File: config.mk
export PLATFORM = sky130hd
export DESIGN_NAME = prd_quad_phase_div
export DESIGN_NICKNAME = d
export VERILOG_FILES = /design/src/rtl/prd_pkg.sv /design/src/rtl/prd_div_counter.sv /design/src/rtl/prd_phase_offset.sv /design/src/rtl/prd_phase_out.sv /design/src/rtl/prd_channel.sv /design/src/rtl/prd_quad_phase_div.sv
export SDC_FILE = /design/constraint.sdc
export NUM_CORES = 1
export LEC_CHECK = 0
export BUFFER_PORTS_ARGS = -buffer_cell sky130_fd_sc_hd__buf_4
export CAP_MARGIN = 30
export CORE_MARGIN = 2
export CORE_UTILIZATION = 45
export DETAILED_ROUTE_END_ITERATION = 16
export GPL_ROUTABILITY_DRIVEN = 1
export HOLD_SLACK_MARGIN = 0.05
export RECOVER_POWER = 25
export SETUP_SLACK_MARGIN = 0.3
export SYNTH_ARGS = -nofsm -noshare
export SYNTH_HDL_FRONTEND = slang
export SYNTH_SLANG_ARGS = --single-unit
export TNS_END_PERCENT = 30
File: constraint.sdc
create_clock -name clk_i -period 6.61 [get_ports clk_i]
set_clock_uncertainty 0.05 [all_clocks]
set_input_delay 0.3305 -clock clk_i [delete_from_list [all_inputs] [get_ports clk_i]]
set_output_delay 0.3305 -clock clk_i [all_outputs]
set_load 0.05 [all_outputs]
File: src/rtl/prd_pkg.sv
package prd_pkg;

  localparam int unsigned TICKS_PER_VCO = 8;

  // ratio code 0 is not a legal division; run it as 1
  function automatic int unsigned norm_ratio(input int unsigned r);
    return (r == 0) ? 1 : r;
  endfunction

endpackage

File: src/rtl/prd_div_counter.sv
module prd_div_counter
  import prd_pkg::*;
#(
  parameter int unsigned RATIO_W = 6,
  parameter int unsigned STEPS   = TICKS_PER_VCO,
  parameter int unsigned CNT_W   = 9
) (
  input  logic               clk_i,
  input  logic               rst_ni,
  input  logic [RATIO_W-1:0] ratio_i,
  output logic [CNT_W-1:0]   cnt_o,
  output logic [CNT_W-1:0]   per_o,
  output logic [CNT_W-1:0]   half_o,
  output logic               bnd_o,
  output logic               rchg_o
);

  localparam int unsigned STEP_W = (STEPS > 1) ? $clog2(STEPS) : 1;

  logic [CNT_W-1:0] cnt_q, per_q, per_nx;

  assign per_nx = CNT_W'(STEPS * norm_ratio(32'(ratio_i)));
  assign bnd_o  = (cnt_q == per_q - CNT_W'(1));
  assign rchg_o = bnd_o && (per_nx != per_q);
  assign cnt_o  = cnt_q;
  assign per_o  = per_q;
  assign half_o = per_q >> 1;

  always_ff @(posedge clk_i or negedge rst_ni) begin
    if (!rst_ni) begin
      cnt_q <= '0;
      per_q <= CNT_W'(STEPS);
    end else if (bnd_o) begin
      cnt_q <= '0;
      per_q <= per_nx;
    end else begin
      cnt_q <= cnt_q + CNT_W'(1);
    end
  end

  // tick counter stays inside the current period
  a_r2_cnt_in_period: assert property (@(posedge clk_i) disable iff (!rst_ni)
    cnt_q < per_q);

  // period is always a nonzero whole number of oscillator periods
  a_r3_period_legal: assert property (@(posedge clk_i) disable iff (!rst_ni)
    (per_q != '0) && (per_q[STEP_W-1:0] == '0));

endmodule

File: src/rtl/prd_phase_offset.sv
module prd_phase_offset #(
  parameter int unsigned CNT_W      = 9,
  parameter bit          STATIC_EN  = 1'b0,
  parameter int unsigned STATIC_VAL = 0
) (
  input  logic             clk_i,
  input  logic             rst_ni,
  input  logic             outph_rst_ni,
  input  logic             inc_i,
  input  logic             bnd_i,
  input  logic             rchg_i,
  input  logic [CNT_W-1:0] per_i,
  output logic [CNT_W-1:0] off_o,
  output logic             wrap_o
);

  if (STATIC_EN) begin : g_static
    logic unused_in;
    assign unused_in = ^{clk_i, rst_ni, outph_rst_ni, inc_i, bnd_i, rchg_i, per_i};
    assign off_o  = CNT_W'(STATIC_VAL);
    assign wrap_o = 1'b0;
  end else begin : g_dynamic
    logic [CNT_W-1:0] off_q, off_inc;
    logic             pend_q, wrap_q, hit;

    assign off_inc = off_q + CNT_W'(1);
    assign hit     = (off_inc == per_i);

    always_ff @(posedge clk_i or negedge rst_ni) begin
      if (!rst_ni) begin
        off_q  <= '0;
        pend_q <= 1'b0;
        wrap_q <= 1'b0;
      end else if (!outph_rst_ni) begin
        off_q  <= '0;
        pend_q <= 1'b0;
        wrap_q <= 1'b0;
      end else begin
        wrap_q <= 1'b0;
        if (bnd_i && rchg_i) begin
          off_q  <= '0;
          pend_q <= inc_i;
        end else if (bnd_i && pend_q) begin
          off_q  <= hit ? '0 : off_inc;
          wrap_q <= hit;
          pend_q <= inc_i;
        end else if (inc_i) begin
          pend_q <= 1'b1;
        end
      end
    end

    assign off_o  = off_q;
    assign wrap_o = wrap_q;

    // offset stays below the active period
    a_r7_off_below_period: assert property (@(posedge clk_i) disable iff (!rst_ni)
      off_q < per_i);

    // wrap flag never lasts two cycles
    a_r7_wrap_single: assert property (@(posedge clk_i) disable iff (!rst_ni)
      wrap_q |=> !wrap_q);

    // offset moves only at a period end or on phase reset
    a_r5_off_at_boundary: assert property (@(posedge clk_i) disable iff (!rst_ni)
      !$stable(off_q) |-> $past(bnd_i || !outph_rst_ni));

    // a pending step is held until the period end
    a_r6_pend_kept: assert property (@(posedge clk_i) disable iff (!rst_ni)
      (pend_q && !bnd_i && outph_rst_ni) |=> pend_q);

    // phase reset clears offset and pending step
    a_r8_outph_clears: assert property (@(posedge clk_i) disable iff (!rst_ni)
      !outph_rst_ni |=> (off_q == '0) && !pend_q);
  end

endmodule

File: src/rtl/prd_phase_out.sv
module prd_phase_out #(
  parameter int unsigned CNT_W = 9
) (
  input  logic             clk_i,
  input  logic             rst_ni,
  input  logic [CNT_W-1:0] cnt_i,
  input  logic [CNT_W-1:0] per_i,
  input  logic [CNT_W-1:0] half_i,
  input  logic [CNT_W-1:0] off_i,
  output logic             clk_o
);

  logic [CNT_W-1:0] pos;
  logic             clk_q;

  // position inside the period after the delay, modulo the period
  always_comb begin
    if (cnt_i >= off_i) pos = cnt_i - off_i;
    else                pos = cnt_i + per_i - off_i;
  end

  always_ff @(posedge clk_i or negedge rst_ni) begin
    if (!rst_ni) clk_q <= 1'b0;
    else         clk_q <= (pos < half_i);
  end

  assign clk_o = clk_q;

  // delayed position never leaves the period
  a_r2_pos_in_period: assert property (@(posedge clk_i) disable iff (!rst_ni)
    pos < per_i);

endmodule

File: src/rtl/prd_channel.sv
module prd_channel #(
  parameter int unsigned RATIO_W    = 6,
  parameter int unsigned STEPS      = 8,
  parameter int unsigned CNT_W      = 9,
  parameter bit          STATIC_EN  = 1'b0,
  parameter int unsigned STATIC_VAL = 0
) (
  input  logic               clk_i,
  input  logic               rst_ni,
  input  logic               outph_rst_ni,
  input  logic [RATIO_W-1:0] ratio_i,
  input  logic               inc_i,
  output logic               clk_o,
  output logic               wrap_o
);

  logic [CNT_W-1:0] cnt, per, half, off;
  logic             bnd, rchg;

  prd_div_counter #(.RATIO_W(RATIO_W), .STEPS(STEPS), .CNT_W(CNT_W)) u_div (
    .clk_i, .rst_ni, .ratio_i,
    .cnt_o(cnt), .per_o(per), .half_o(half), .bnd_o(bnd), .rchg_o(rchg)
  );

  prd_phase_offset #(.CNT_W(CNT_W), .STATIC_EN(STATIC_EN), .STATIC_VAL(STATIC_VAL)) u_off (
    .clk_i, .rst_ni, .outph_rst_ni, .inc_i,
    .bnd_i(bnd), .rchg_i(rchg), .per_i(per), .off_o(off), .wrap_o
  );

  prd_phase_out #(.CNT_W(CNT_W)) u_out (
    .clk_i, .rst_ni, .cnt_i(cnt), .per_i(per), .half_i(half), .off_i(off), .clk_o
  );

endmodule

File: src/rtl/prd_quad_phase_div.sv
module prd_quad_phase_div
  import prd_pkg::*;
#(
  parameter int unsigned           NCH          = 4,
  parameter int unsigned           RATIO_W      = 6,
  parameter int unsigned           STEPS        = TICKS_PER_VCO,
  parameter logic [NCH-1:0]        STATIC_EN    = '0,
  parameter logic [NCH*$clog2(STEPS)-1:0] STATIC_PHASE = '0
) (
  input  logic                   clk_i,
  input  logic                   rst_ni,
  input  logic                   outph_rst_ni,
  input  logic [NCH*RATIO_W-1:0] ratio_i,
  input  logic [NCH-1:0]         phase_inc_i,
  output logic [NCH-1:0]         clk_o,
  output logic [NCH-1:0]         wrap_o
);

  localparam int unsigned MAX_RATIO = (1 << RATIO_W) - 1;
  localparam int unsigned MAX_PER   = STEPS * MAX_RATIO;
  localparam int unsigned CNT_W     = $clog2(MAX_PER + 1);
  localparam int unsigned STEP_W    = $clog2(STEPS);

  for (genvar c = 0; c < NCH; c++) begin : g_ch
    prd_channel #(
      .RATIO_W   (RATIO_W),
      .STEPS     (STEPS),
      .CNT_W     (CNT_W),
      .STATIC_EN (STATIC_EN[c]),
      .STATIC_VAL(int'(STATIC_PHASE[c*STEP_W +: STEP_W]))
    ) u_ch (
      .clk_i,
      .rst_ni,
      .outph_rst_ni,
      .ratio_i(ratio_i[c*RATIO_W +: RATIO_W]),
      .inc_i  (phase_inc_i[c]),
      .clk_o  (clk_o[c]),
      .wrap_o (wrap_o[c])
    );
  end

endmodule

==> flow_summary.ini, run 1 <==
[run_status]
status = finished, violations left
violations = max-capacitance violations, max-slew violations

[grt]
grt_first_pass_wirelength_mm = 43.4
grt_antenna_before_repair = 0
grt_max_degree = 56
overflow = 0
grt_usage = 0.217
grt_pass1_vias = 8616

[timing]
finalCriticalPeriod_ns = 3.98
worst_slew_pin_slew_ns = 3.06
setup_viol = 0
slew_violations = 56
setup-tns-final_ns = 0
fmax_mhz = 251
grt_setup_unrepaired = no
hold_viol = 0
fin_crit_sh = 0.602
holdWs_ns = 0.144
slew_headroom = -1.04

[clock_network]
cts_tree = yes
cts_buffers = 9
clkTransAtPathRegs_ns = 0.08
cts.sinks = 108
cts-root-buf = clkbuf_16
clockBufferDepth = 2
ctsHtreeMaxLevel = 3
clk_latency_ns = 0.36

[floorplanning]
core_mm2 = 0.0233
fp.dieW_um = 158
die_y_um = 158
start_util = 0.455
pin_count = 39
fp.dieArea_mm2 = 0.0248
rows = 56

[placed_design]
hpwlAfterDp_mm = 20.3
gp_congestion = 0.873
portBuffers = 38

[logic_synthesis]
ys_seq_area_frac = 0.255
synth-xor-area-share = 0.120
async_flop_share = 1.00
syn_area_per_cell_um2 = 8.42
synthAdderAreaFrac = 0.166
syn_nets = 1417
synth_top_family_by_area = simple AND/OR/NAND/NOR gates
synthSimpleGateAreaFrac = 0.196
post_synth_num_cell_types = 77
yosys_register_bits = 108
netlist_area_mm2 = 0.0106
synth_ff_type = dfrtp_1
synth-edff-count = 0
synth.area.mux_share = 0.00954
synth-compound-area-share = 0.179
syn_inst = 1262
ys_warn_count = 0

[cells_and_area]
layout_commonest_cell = inv_1
mostFrequentLayoutCells = inv_1, xnor2_1, dfrtp_1
syn_to_final_growth_pct = 7.47
diodes = 0
final_net_count = 1422
drive_gt1_frac = 0.0637

[critical_path]
start_kind = flip-flop
cpPeakStageDelay_ns = 0.66
cp.arrival_ns = 4.23
required_ns = 6.86
crit_path_max_fanout = 12
worstPathCellList = inv_1 -> ha_1 -> and4_1 -> a31oi_1 -> o31ai_1 -> a21oi_1 -> o21bai_1 -> a21boi_0 -> ha_1 -> a21o_1 -> a21o_1 -> a221oi_1 -> o211a_1
reg2reg_depth = 13
slowest_stage = a21oi_1
endpoint_kind = flip-flop
crit_type = flip-flop to flip-flop

[power]
pwr-share-clk = 0.433
pwr-share-seq = 0.475
comb_power_share = 0.092
power.leakage_uw = 0.00503
swShare = 0.254
power.density_mw_per_mm2 = 124
ir_drop_mv = 0.118
p_sw_uw = 358
p_int_uw = 1050

[detailed_routing]
drtIter0Drc = 484
drt_wl_total_mm = 26.0
firstDrtPassIters = 4
vias_per_cell = 5.52
drtAntennaViolNets = 0
wl_per_cell_um = 16.3
drc = 0
vias = 8789

[flow_run]
drv_cap = 1

[worst_hold_path]
min_path_cells = 3
hp-class = primary input to flip-flop
[Yosys cell counts, types with 3 or more instances]
cell type | number | area share
inv_1 | 142 | 0.050
xnor2_1 | 106 | 0.087
dfrtp_1 | 104 | 0.25
ha_1 | 96 | 0.11
nand2_1 | 81 | 0.029
o21ai_0 | 77 | 0.036
nor2_1 | 69 | 0.024
a21oi_1 | 61 | 0.029
nand3_1 | 48 | 0.023
nor3_1 | 44 | 0.021
xor2_1 | 39 | 0.032
fa_1 | 28 | 0.053
nand4_1 | 26 | 0.015
clkbuf_1 | 25 | 0.0088
and3_1 | 23 | 0.014
a21o_1 | 20 | 0.014
nand2b_1 | 18 | 0.011
a31oi_1 | 17 | 0.010
o31ai_1 | 16 | 0.011
and2_1 | 14 | 0.0082
o21a_1 | 13 | 0.0092
buf_2 | 12 | 0.0057
a21boi_0 | 11 | 0.0078
nand3b_1 | 10 | 0.0071
o211ai_1 | 10 | 0.0071
buf_4 | 9 | 0.0064
mux2i_1 | 9 | 0.0085
nor2b_1 | 9 | 0.0053
o21ai_1 | 9 | 0.0042
nor3b_1 | 8 | 0.0057
o22ai_1 | 8 | 0.0047
a211o_1 | 7 | 0.0058
and3b_1 | 7 | 0.0058
a211oi_1 | 6 | 0.0042
a311oi_1 | 6 | 0.0049
o2111ai_1 | 6 | 0.0049
nor4_1 | 5 | 0.0029
or3_1 | 5 | 0.0029
and4_1 | 4 | 0.0033
dfstp_2 | 4 | 0.0099
a221oi_1 | 3 | 0.0025
buf_6 | 3 | 0.0032
o211a_1 | 3 | 0.0028
[per-stage QoR]
step                utilization  total power, uW  cells  worst slack [ns]  area [um^2]
finish                    0.489             1410   1591              2.63        11400
global placement          0.475              814   1573              2.84        11100
global route              0.489             1470   1591              2.33        11400
detailed placement        0.475              815   1574              2.76        11100
CTS                       0.489             1430   1591              2.75        11400
floorplan                     -              760   1262              3.13        10600
[flip-flops by register name, indices dropped and copies added (netlist names)]
name                              count
g_ch.u_ch.u_off.wrap_o                4
g_ch.u_ch.u_out.clk_o                 4
g_ch.u_ch.u_off.g_dynamic.pend_q      4
g_ch.u_ch.u_div.per_o                24
g_ch.u_ch.u_off.off_o                36
g_ch.u_ch.u_div.cnt_o                36
[power by group through the flow]
stage / registers, uW / clock network (uW) / logic (uW)
after floorplan: 681 / 0 / 78.6
after global placement: 684 / 0 / 130
after detailed placement: 684 / 0 / 130
after CTS: 671 / 626 / 131
after global routing: 672 / 651 / 147
final: 671 / 611 / 130
[metal layers]
| metal | vias to the layer above | track usage | part of all wire |
|---|---|---|---|
| met4 | 0 | 0.0671 | 0.023 |
| met5 | - | 0 | 0 |
| met2 | 163 | 0.348 | 0.45 |
| met1 | 4181 | 0.308 | 0.49 |
| li1 | 4405 | - | - |
| met3 | 40 | 0.0249 | 0.032 |
[path summary, 6_finish.rpt]
kind | from | endpoint | slack [ns]
max | g_ch[2].u_ch.u_off.off_o[4] | g_ch[2].u_ch.u_out.clk_o | 2.63
min | ratio_i[23] | g_ch[3].u_ch.u_div.per_o[8] | 0.14
max reg2reg | g_ch[2].u_ch.u_off.off_o[4] | g_ch[2].u_ch.u_out.clk_o | 2.63
min reg2reg | g_ch[0].u_ch.u_off.g_dynamic.pend_q | g_ch[0].u_ch.u_off.g_dynamic.pend_q | 0.46
max in group asynchronous | rst_ni | g_ch[1].u_ch.u_div.per_o[4] | 3.05
min in group asynchronous | rst_ni | g_ch[0].u_ch.u_div.cnt_o[5] | 1.49
[logic make-up after synthesis]
family / count (synthesis)
xor gates and xnor gates: 145
AOI/OAI and AO/OA: 293
muxes: 10
DFF: 108
and+or+nand+nor: 388
adders and majority gates: 124
buffers and inverters: 194
[layout make-up]
type / count / area [um^2]
clock buffer: 10 / 229
clock inverter: 6 / 95.1
tap: 319 / 399
multi-input combinational: 960 / 7120
inverter: 144 / 541
sequential: 108 / 2710
timing repair buffer: 44 / 325
fill: 2303 / 11900
[worst max-delay path, delay by kind of cell, from the launching register on]
kind | cells | cell delay [ns]
flops | 1 | 0.51
compound gates | 9 | 2.30
buf+inv | 1 | 0.15
fa+ha+maj | 2 | 0.69
simple gates | 1 | 0.24
[timing repair]
action | CTS | global route
hold buffers | 1 | 0
buffers inserted | 0 | 0
endpoints found under the hold margin | 53 | 0
setup endpoints to repair | 0 | 0
gates resized for setup | 0 | 0
(Power assumes the default switching activity.)
==> run 2: changes to the inputs <==
--- a/config.mk
+++ b/config.mk
@@ -5,6 +5,7 @@
 export SDC_FILE = /design/constraint.sdc
 export NUM_CORES = 1
 export LEC_CHECK = 0
+export ABC_AREA = 1
 export BUFFER_PORTS_ARGS = -buffer_cell sky130_fd_sc_hd__buf_4
 export CAP_MARGIN = 30
 export CORE_MARGIN = 2
==> constraint.sdc (replaced) <==
create_clock -name clk_i -period 4.02 [get_ports clk_i]
set_clock_uncertainty 0.05 [all_clocks]
set_input_delay 0.201 -clock clk_i [delete_from_list [all_inputs] [get_ports clk_i]]
set_output_delay 0.201 -clock clk_i [all_outputs]
set_load 0.05 [all_outputs]
==> flow_summary.ini, run 2 <==
[run_status]
status = finished, violations left
violations = max-capacitance violations, max-slew violations

[detailed_routing]
drc = 0
vias_per_cell = 5.10
dr_wl_met2_mm = 14.3
drtIter0Drc = 833
drtAntennaViolNets = 0
wirelength_met1_mm = 14.5
wl_met3_um = 944
maxUsedRoutingLayer = met4
drt_wl_total_mm = 30.0
wl_per_cell_um = 14.3
vias = 10700
firstDrtPassIters = 6

[critical_path]
reg2reg_to = g_ch[1].u_ch.u_out.clk_o
ff2ff_setup_slack_ns = 0.55
r2r-start = g_ch[1].u_ch.u_div.per_o[3]
cp.arrival_ns = 3.72
endpoint_kind = flip-flop
cpLargestDelayFamily = adder cells
worstPathCellList = inv_2 -> fa_1 -> inv_1 -> ha_1 -> nand2_1 -> o21ai_0 -> a21oi_1 -> o21ai_0 -> xnor2_1 -> nand2_1 -> nand2_1 -> inv_1 -> ha_1 -> a21o_1 -> a21oi_1 -> nand3_1 -> a21oi_1
start_kind = flip-flop
cpPeakStageDelay_ns = 0.60
reg2reg_depth = 17
crit_path_max_fanout = 6
crit_buf_inv = 3
required_ns = 4.27
crit_type = flip-flop to flip-flop
slowest_stage = dfstp_2

[power]
pwr-share-clk = 0.435
swShare = 0.251
p_int_uw = 1650
power.density_mw_per_mm2 = 178
power.leakage_uw = 0.00706
comb_power_share = 0.068
pwr-share-seq = 0.497
ir_drop_mv = 0.178
total_power_uw = 2210
p_sw_uw = 555

[logic_synthesis]
yosys.cell_count.top_type = nand2_1
synthSimpleGateAreaFrac = 0.353
synth_ff_type = dfrtp_1
async_flop_share = 1.00
synth-compound-area-share = 0.0893
syn_nets = 1879
yosys_register_bits = 108
syn_area_per_cell_um2 = 6.66
yosysTopAreaCell = dfrtp_1
ys_seq_area_frac = 0.236
synth_top_area_frac = 0.227
netlist_area_mm2 = 0.0115
post_synth_num_cell_types = 46
synth_common_cells = nand2_1, inv_1, nand3_1
synth.area.mux_share = 0.000872
synthTopCellsByArea = dfrtp_1, nand2_1, ha_1
synth_top_family_by_area = simple AND/OR/NAND/NOR gates
synth-xor-area-share = 0.0511
synthAdderAreaFrac = 0.153
ys_warn_count = 0
syn_inst = 1724
synth-edff-count = 0

[floorplanning]
rows = 58
fp.dieArea_mm2 = 0.0268
start_util = 0.457
fp.dieW_um = 164
die_y_um = 164
pin_count = 39
core_mm2 = 0.0251

[cells_and_area]
drive_gt1_frac = 0.0742
mostFrequentLayoutCells = nand2_1, inv_1, nand3_1
final_net_count = 1915
diodes = 0
syn_to_final_growth_pct = 8.08
stdcell_area_mm2 = 0.0124
layout_commonest_cell = nand2_1

[clock_network]
clockBufferDepth = 2
cts.sinks = 108
cts_tree = yes
clk_latency_ns = 0.36
cts_buffers = 9
clkTransAtPathRegs_ns = 0.08
postCtsSetupRepairBufs = 0
cts-root-buf = clkbuf_16
ctsHtreeMaxLevel = 3

[timing]
fmax_mhz = 288
slew_violations = 49
setup-tns-final_ns = 0
hold_viol = 0
worst_slew_pin_slew_ns = 2.65
grt_setup_unrepaired = no
setup_viol = 0
fin_ws_ns = 0.548
slew_headroom = -0.769
fin_crit_sh = 0.864
finalCriticalPeriod_ns = 3.47

[placed_design]
gp_congestion = 0.884
hpwlAfterDp_mm = 24.1
preCtsSetupSlack_ns = 0.557
placed_cell_area_mm2 = 0.0120
portBuffers = 38

[worst_hold_path]
hold_path_end = g_ch[1].u_ch.u_div.per_o[5]
min_path_cells = 3
hp-start = ratio_i[8]
hp-class = primary input to flip-flop

[grt]
overflow = 0
grt_first_pass_wirelength_mm = 50.4
grt_antenna_before_repair = 0
grt_pass1_vias = 10100
grt_max_degree = 49
grt_usage = 0.233

[flow_run]
drv_cap = 1
[run 2: layer usage]
layer  track usage  vias to the layer above
met3        0.0258                       25
met1         0.323                     4957
met2         0.396                      170
met5             0                        -
li1              -                     5537
met4        0.0415                        0
[run 2: area by class of cell]
class	count	area, um^2
Clock inverter	5	58.8
Multi-Input combinational cell	1281	7440
Fill cell	2618	12700
Clock buffer	11	243
Timing Repair Buffer	51	382
Tap cell	330	413
Inverter	309	1160
Sequential cell	108	2710
[run 2: worst reg2reg max path: stages, from the launching register on]
cell     delay (ns)
dfstp_2        0.60
inv_2          0.09
fa_1           0.50
inv_1          0.05
ha_1           0.34
nand2_1        0.07
o21ai_0        0.35
a21oi_1        0.12
o21ai_0        0.21
xnor2_1        0.14
nand2_1        0.07
nand2_1        0.05
inv_1          0.04
ha_1           0.28
a21o_1         0.16
a21oi_1        0.12
nand3_1        0.08
a21oi_1        0.11
[run 2: worst max-delay path by stage]
stage	endpoint	from	slack (ns)	cells past startpoint
2_1_floorplan	g_ch[1].u_ch.u_out.clk_o	g_ch[1].u_ch.u_div.per_o[3]	0.82	17
3_3_place_gp	g_ch[1].u_ch.u_out.clk_o	g_ch[1].u_ch.u_div.per_o[3]	0.65	17
3_5_place_dp	g_ch[2].u_ch.u_out.clk_o	g_ch[2].u_ch.u_div.per_o[3]	0.56	15
4_1_cts	g_ch[2].u_ch.u_out.clk_o	g_ch[2].u_ch.u_div.per_o[3]	0.53	15
5_1_grt	g_ch[2].u_ch.u_out.clk_o	g_ch[2].u_ch.u_div.per_o[3]	0.30	18
6_report	g_ch[1].u_ch.u_out.clk_o	g_ch[1].u_ch.u_div.per_o[3]	0.55	17
[run 2: power groups by stage]
stage / registers, uW / logic (uW) / clock network (uW)
floorplan: 1120 / 70.3 / 0
global placement: 1120 / 144 / 0
detailed placement: 1120 / 145 / 0
CTS: 1100 / 154 / 982
global route: 1100 / 171 / 1020
finish: 1100 / 150 / 960
[run 2: kinds of logic (layout without fill, tap and decap cells)]
logic type | Yosys count | count (layout)
fa+ha+maj | 124 | 124
buf+inv | 335 | 376
simple gates | 908 | 908
xor+xnor | 67 | 67
mux | 1 | 1
compound gates | 181 | 181
flops | 108 | 108
[run 2: through the flow]
stage / std cells / hold WS (ns) / utilization
3_3_place_gp: 2069 / 0.230 / 0.479
6_report: 2095 / 0.0659 / 0.494
2_1_floorplan: 1724 / -0.145 / -
3_5_place_dp: 2069 / 0.238 / 0.479
4_1_cts: 2095 / 0.0525 / 0.495
5_1_grt: 2095 / 0.0824 / 0.494
[run 2: what timing repair did]
action / CTS / global route
hold endpoints to repair: 53 / 0
endpoints found under the setup margin: 0 / 1
resized for setup: 0 / 1
hold buffers: 10 / 0
==> run 3: changes to the inputs <==
--- a/config.mk
+++ b/config.mk
@@ -5,16 +5,18 @@
 export SDC_FILE = /design/constraint.sdc
 export NUM_CORES = 1
 export LEC_CHECK = 0
-export ABC_AREA = 1
+export ABC_AREA = 0
 export BUFFER_PORTS_ARGS = -buffer_cell sky130_fd_sc_hd__buf_4
 export CAP_MARGIN = 30
 export CORE_MARGIN = 2
-export CORE_UTILIZATION = 45
+export CORE_UTILIZATION = 60
 export DETAILED_ROUTE_END_ITERATION = 16
 export GPL_ROUTABILITY_DRIVEN = 1
 export HOLD_SLACK_MARGIN = 0.05
+export PLACE_DENSITY = 0.78
 export RECOVER_POWER = 25
 export SETUP_SLACK_MARGIN = 0.3
+export SLEW_MARGIN = 30
 export SYNTH_ARGS = -nofsm -noshare
 export SYNTH_HDL_FRONTEND = slang
 export SYNTH_SLANG_ARGS = --single-unit
==> flow_summary.ini, run 3 (same netlist as run 1, synthesis figures left out) <==
[clock_network]
cts_buffers = 9
clk_latency_ns = 0.36
cts-root-buf = clkbuf_16
cts.sinks = 108
clockBufferDepth = 2
clkTransAtPathRegs_ns = 0.08
ctsHtreeMaxLevel = 3
cts_tree = yes

[critical_path]
endpoint_kind = flip-flop
required_ns = 4.28
crit_type = flip-flop to flip-flop
cp.arrival_ns = 3.98
r2r-start = g_ch[0].u_ch.u_div.per_o[3]
reg2reg_depth = 16
crit_path_max_fanout = 6
timing.critical_path.from = g_ch[0].u_ch.u_div.per_o[3]
reg2reg_to = g_ch[0].u_ch.u_out.clk_o
ff2ff_setup_slack_ns = 0.30
endpoint = g_ch[0].u_ch.u_out.clk_o
start_kind = flip-flop

[run_status]
status = finished, violations left
violations = max-capacitance violations

[cells_and_area]
layout_commonest_cell = inv_1
diodes = 0
n_fill_cell = 1456
seq_area_mm2 = 0.00271
final_net_count = 1459
mostFrequentLayoutCells = inv_1, xnor2_1, dfrtp_1
multi_input_area_mm2 = 0.00713
instances_no_fill = 1534
syn_to_final_growth_pct = 8.98
drive_gt1_frac = 0.0710

[floorplanning]
fp.dieArea_mm2 = 0.0188
rows = 48
fp.dieW_um = 137
pin_count = 39
start_util = 0.614
die_y_um = 137
core_mm2 = 0.0173

[placed_design]
portBuffers = 38
hpwlAfterDp_mm = 20.3
dpl.cell_count = 1491
gp_congestion = 0.914

[power]
comb_power_share = 0.106
p_sw_uw = 600
swShare = 0.267
pwr-share-seq = 0.492
total_power_uw = 2240
power.density_mw_per_mm2 = 194
power.leakage_uw = 0.00517
p_int_uw = 1640
ir_drop_mv = 0.266
pwr-share-clk = 0.403

[detailed_routing]
vias_per_cell = 6.13
drc = 0
vias = 9410
drtIter0Drc = 847
drtAntennaViolNets = 0
drt_wl_total_mm = 26.3
firstDrtPassIters = 8
wl_per_cell_um = 17.1

[flow_run]
drv_cap = 1

[timing]
fmax_mhz = 269
setup_viol = 0
slew_headroom = 0.00109
worst_slew_pin_slew_ns = 1.50
hold_viol = 0
fin_crit_sh = 0.926
slew_violations = 0
setup-tns-final_ns = 0
finalCriticalPeriod_ns = 3.72
grt_setup_unrepaired = yes

[worst_hold_path]
hp-class = primary input to flip-flop

[grt]
grt_antenna_before_repair = 0
grt_pass1_vias = 8814
grt_first_pass_wirelength_mm = 42.4
grt_usage = 0.284
grt_max_degree = 45
overflow = 0
==> run 3: cell types whose count changed in the layout (fill, tap and decap cells not counted), moves of 15 or more <==
cell	delta
and3_1	+17
buf_4	+15
inv_1	-145
inv_2	-19
nand2_1	-414
nand2b_1	+18
nand3_1	-125
nor2_1	-61
nor3_1	+22
o31ai_1	+16
xnor2_1	+75
==> run 3: how the worst min path moves through the flow <==
stage / startpoint / to / depth (start not counted)
detailed placement: rst_ni / g_ch[0].u_ch.u_div.per_o[8] / 1
global route: ratio_i[8] / g_ch[1].u_ch.u_div.per_o[5] / 3
global placement: rst_ni / g_ch[0].u_ch.u_div.per_o[7] / 1
finish: ratio_i[8] / g_ch[1].u_ch.u_div.per_o[5] / 3
CTS: ratio_i[8] / g_ch[1].u_ch.u_div.per_o[5] / 3
floorplan: rst_ni / g_ch[0].u_ch.u_div.cnt_o[0] / 0
==> run 3: layout make-up <==
cell class,instances,area share
sequential,108,0.234
inverter,144,0.0467
clock buffer,10,0.0206
tap,225,0.0243
clock inverter,6,0.00465
timing repair buffer,81,0.0542
multi-input combinational,960,0.616
==> run 3: timing repair <==
| item | 4_1_cts | 5_1_grt |
|---|---|---|
| gates cloned | 0 | 0 |
| hold endpoints to repair | 45 | 0 |
| setup buffers | 0 | 5 |
| hold buffers | 22 | 0 |
| endpoints found under the setup margin | 2 | 4 |
| resized for setup | 1 | 4 |
==> run 3: stage by stage <==
step	hold WS (ns)	worst slack, ns	area, um^2	util
floorplan	-0.145	0.538	10600	-
global route	0.0666	0.173	11600	0.669
finish	0.0631	0.297	11600	0.669
detailed placement	0.0909	0.218	11100	0.639
CTS	0.0630	0.264	11600	0.669
global placement	0.0921	0.339	11100	0.639
==> run 3: layer usage <==
layer	track usage	vias up	routed length [um]
met5	0	-	0
met4	0.0916	0	602
met3	0.0456	58	1350
met2	0.481	305	12900
met1	0.372	4565	11500
li1	-	4482	-
==> run 3: power by group through the flow <==
stage                     combinational [uW]  sequential [uW]  clock [uW]
final                                    237             1100         904
after CTS                                237             1100         919
after detailed placement                 219             1120           0
after global placement                   214             1120           0
after global routing                     263             1110         966
after floorplan                          129             1120           0
==> run 3: critical path, cell delays in order (launching register included) <==
cell and delay, ns:
dfstp_2 0.61, inv_1 0.10, fa_1 0.50, inv_1 0.04, ha_1 0.33, and4b_1 0.24
o21ai_1 0.23, a21boi_0 0.12, nor3_1 0.14, nor3_1 0.06, a21o_1 0.16, ha_1 0.30
a21o_1 0.17, a21oi_1 0.16, nand3b_1 0.08, o21ai_0 0.19, o211a_1 0.18
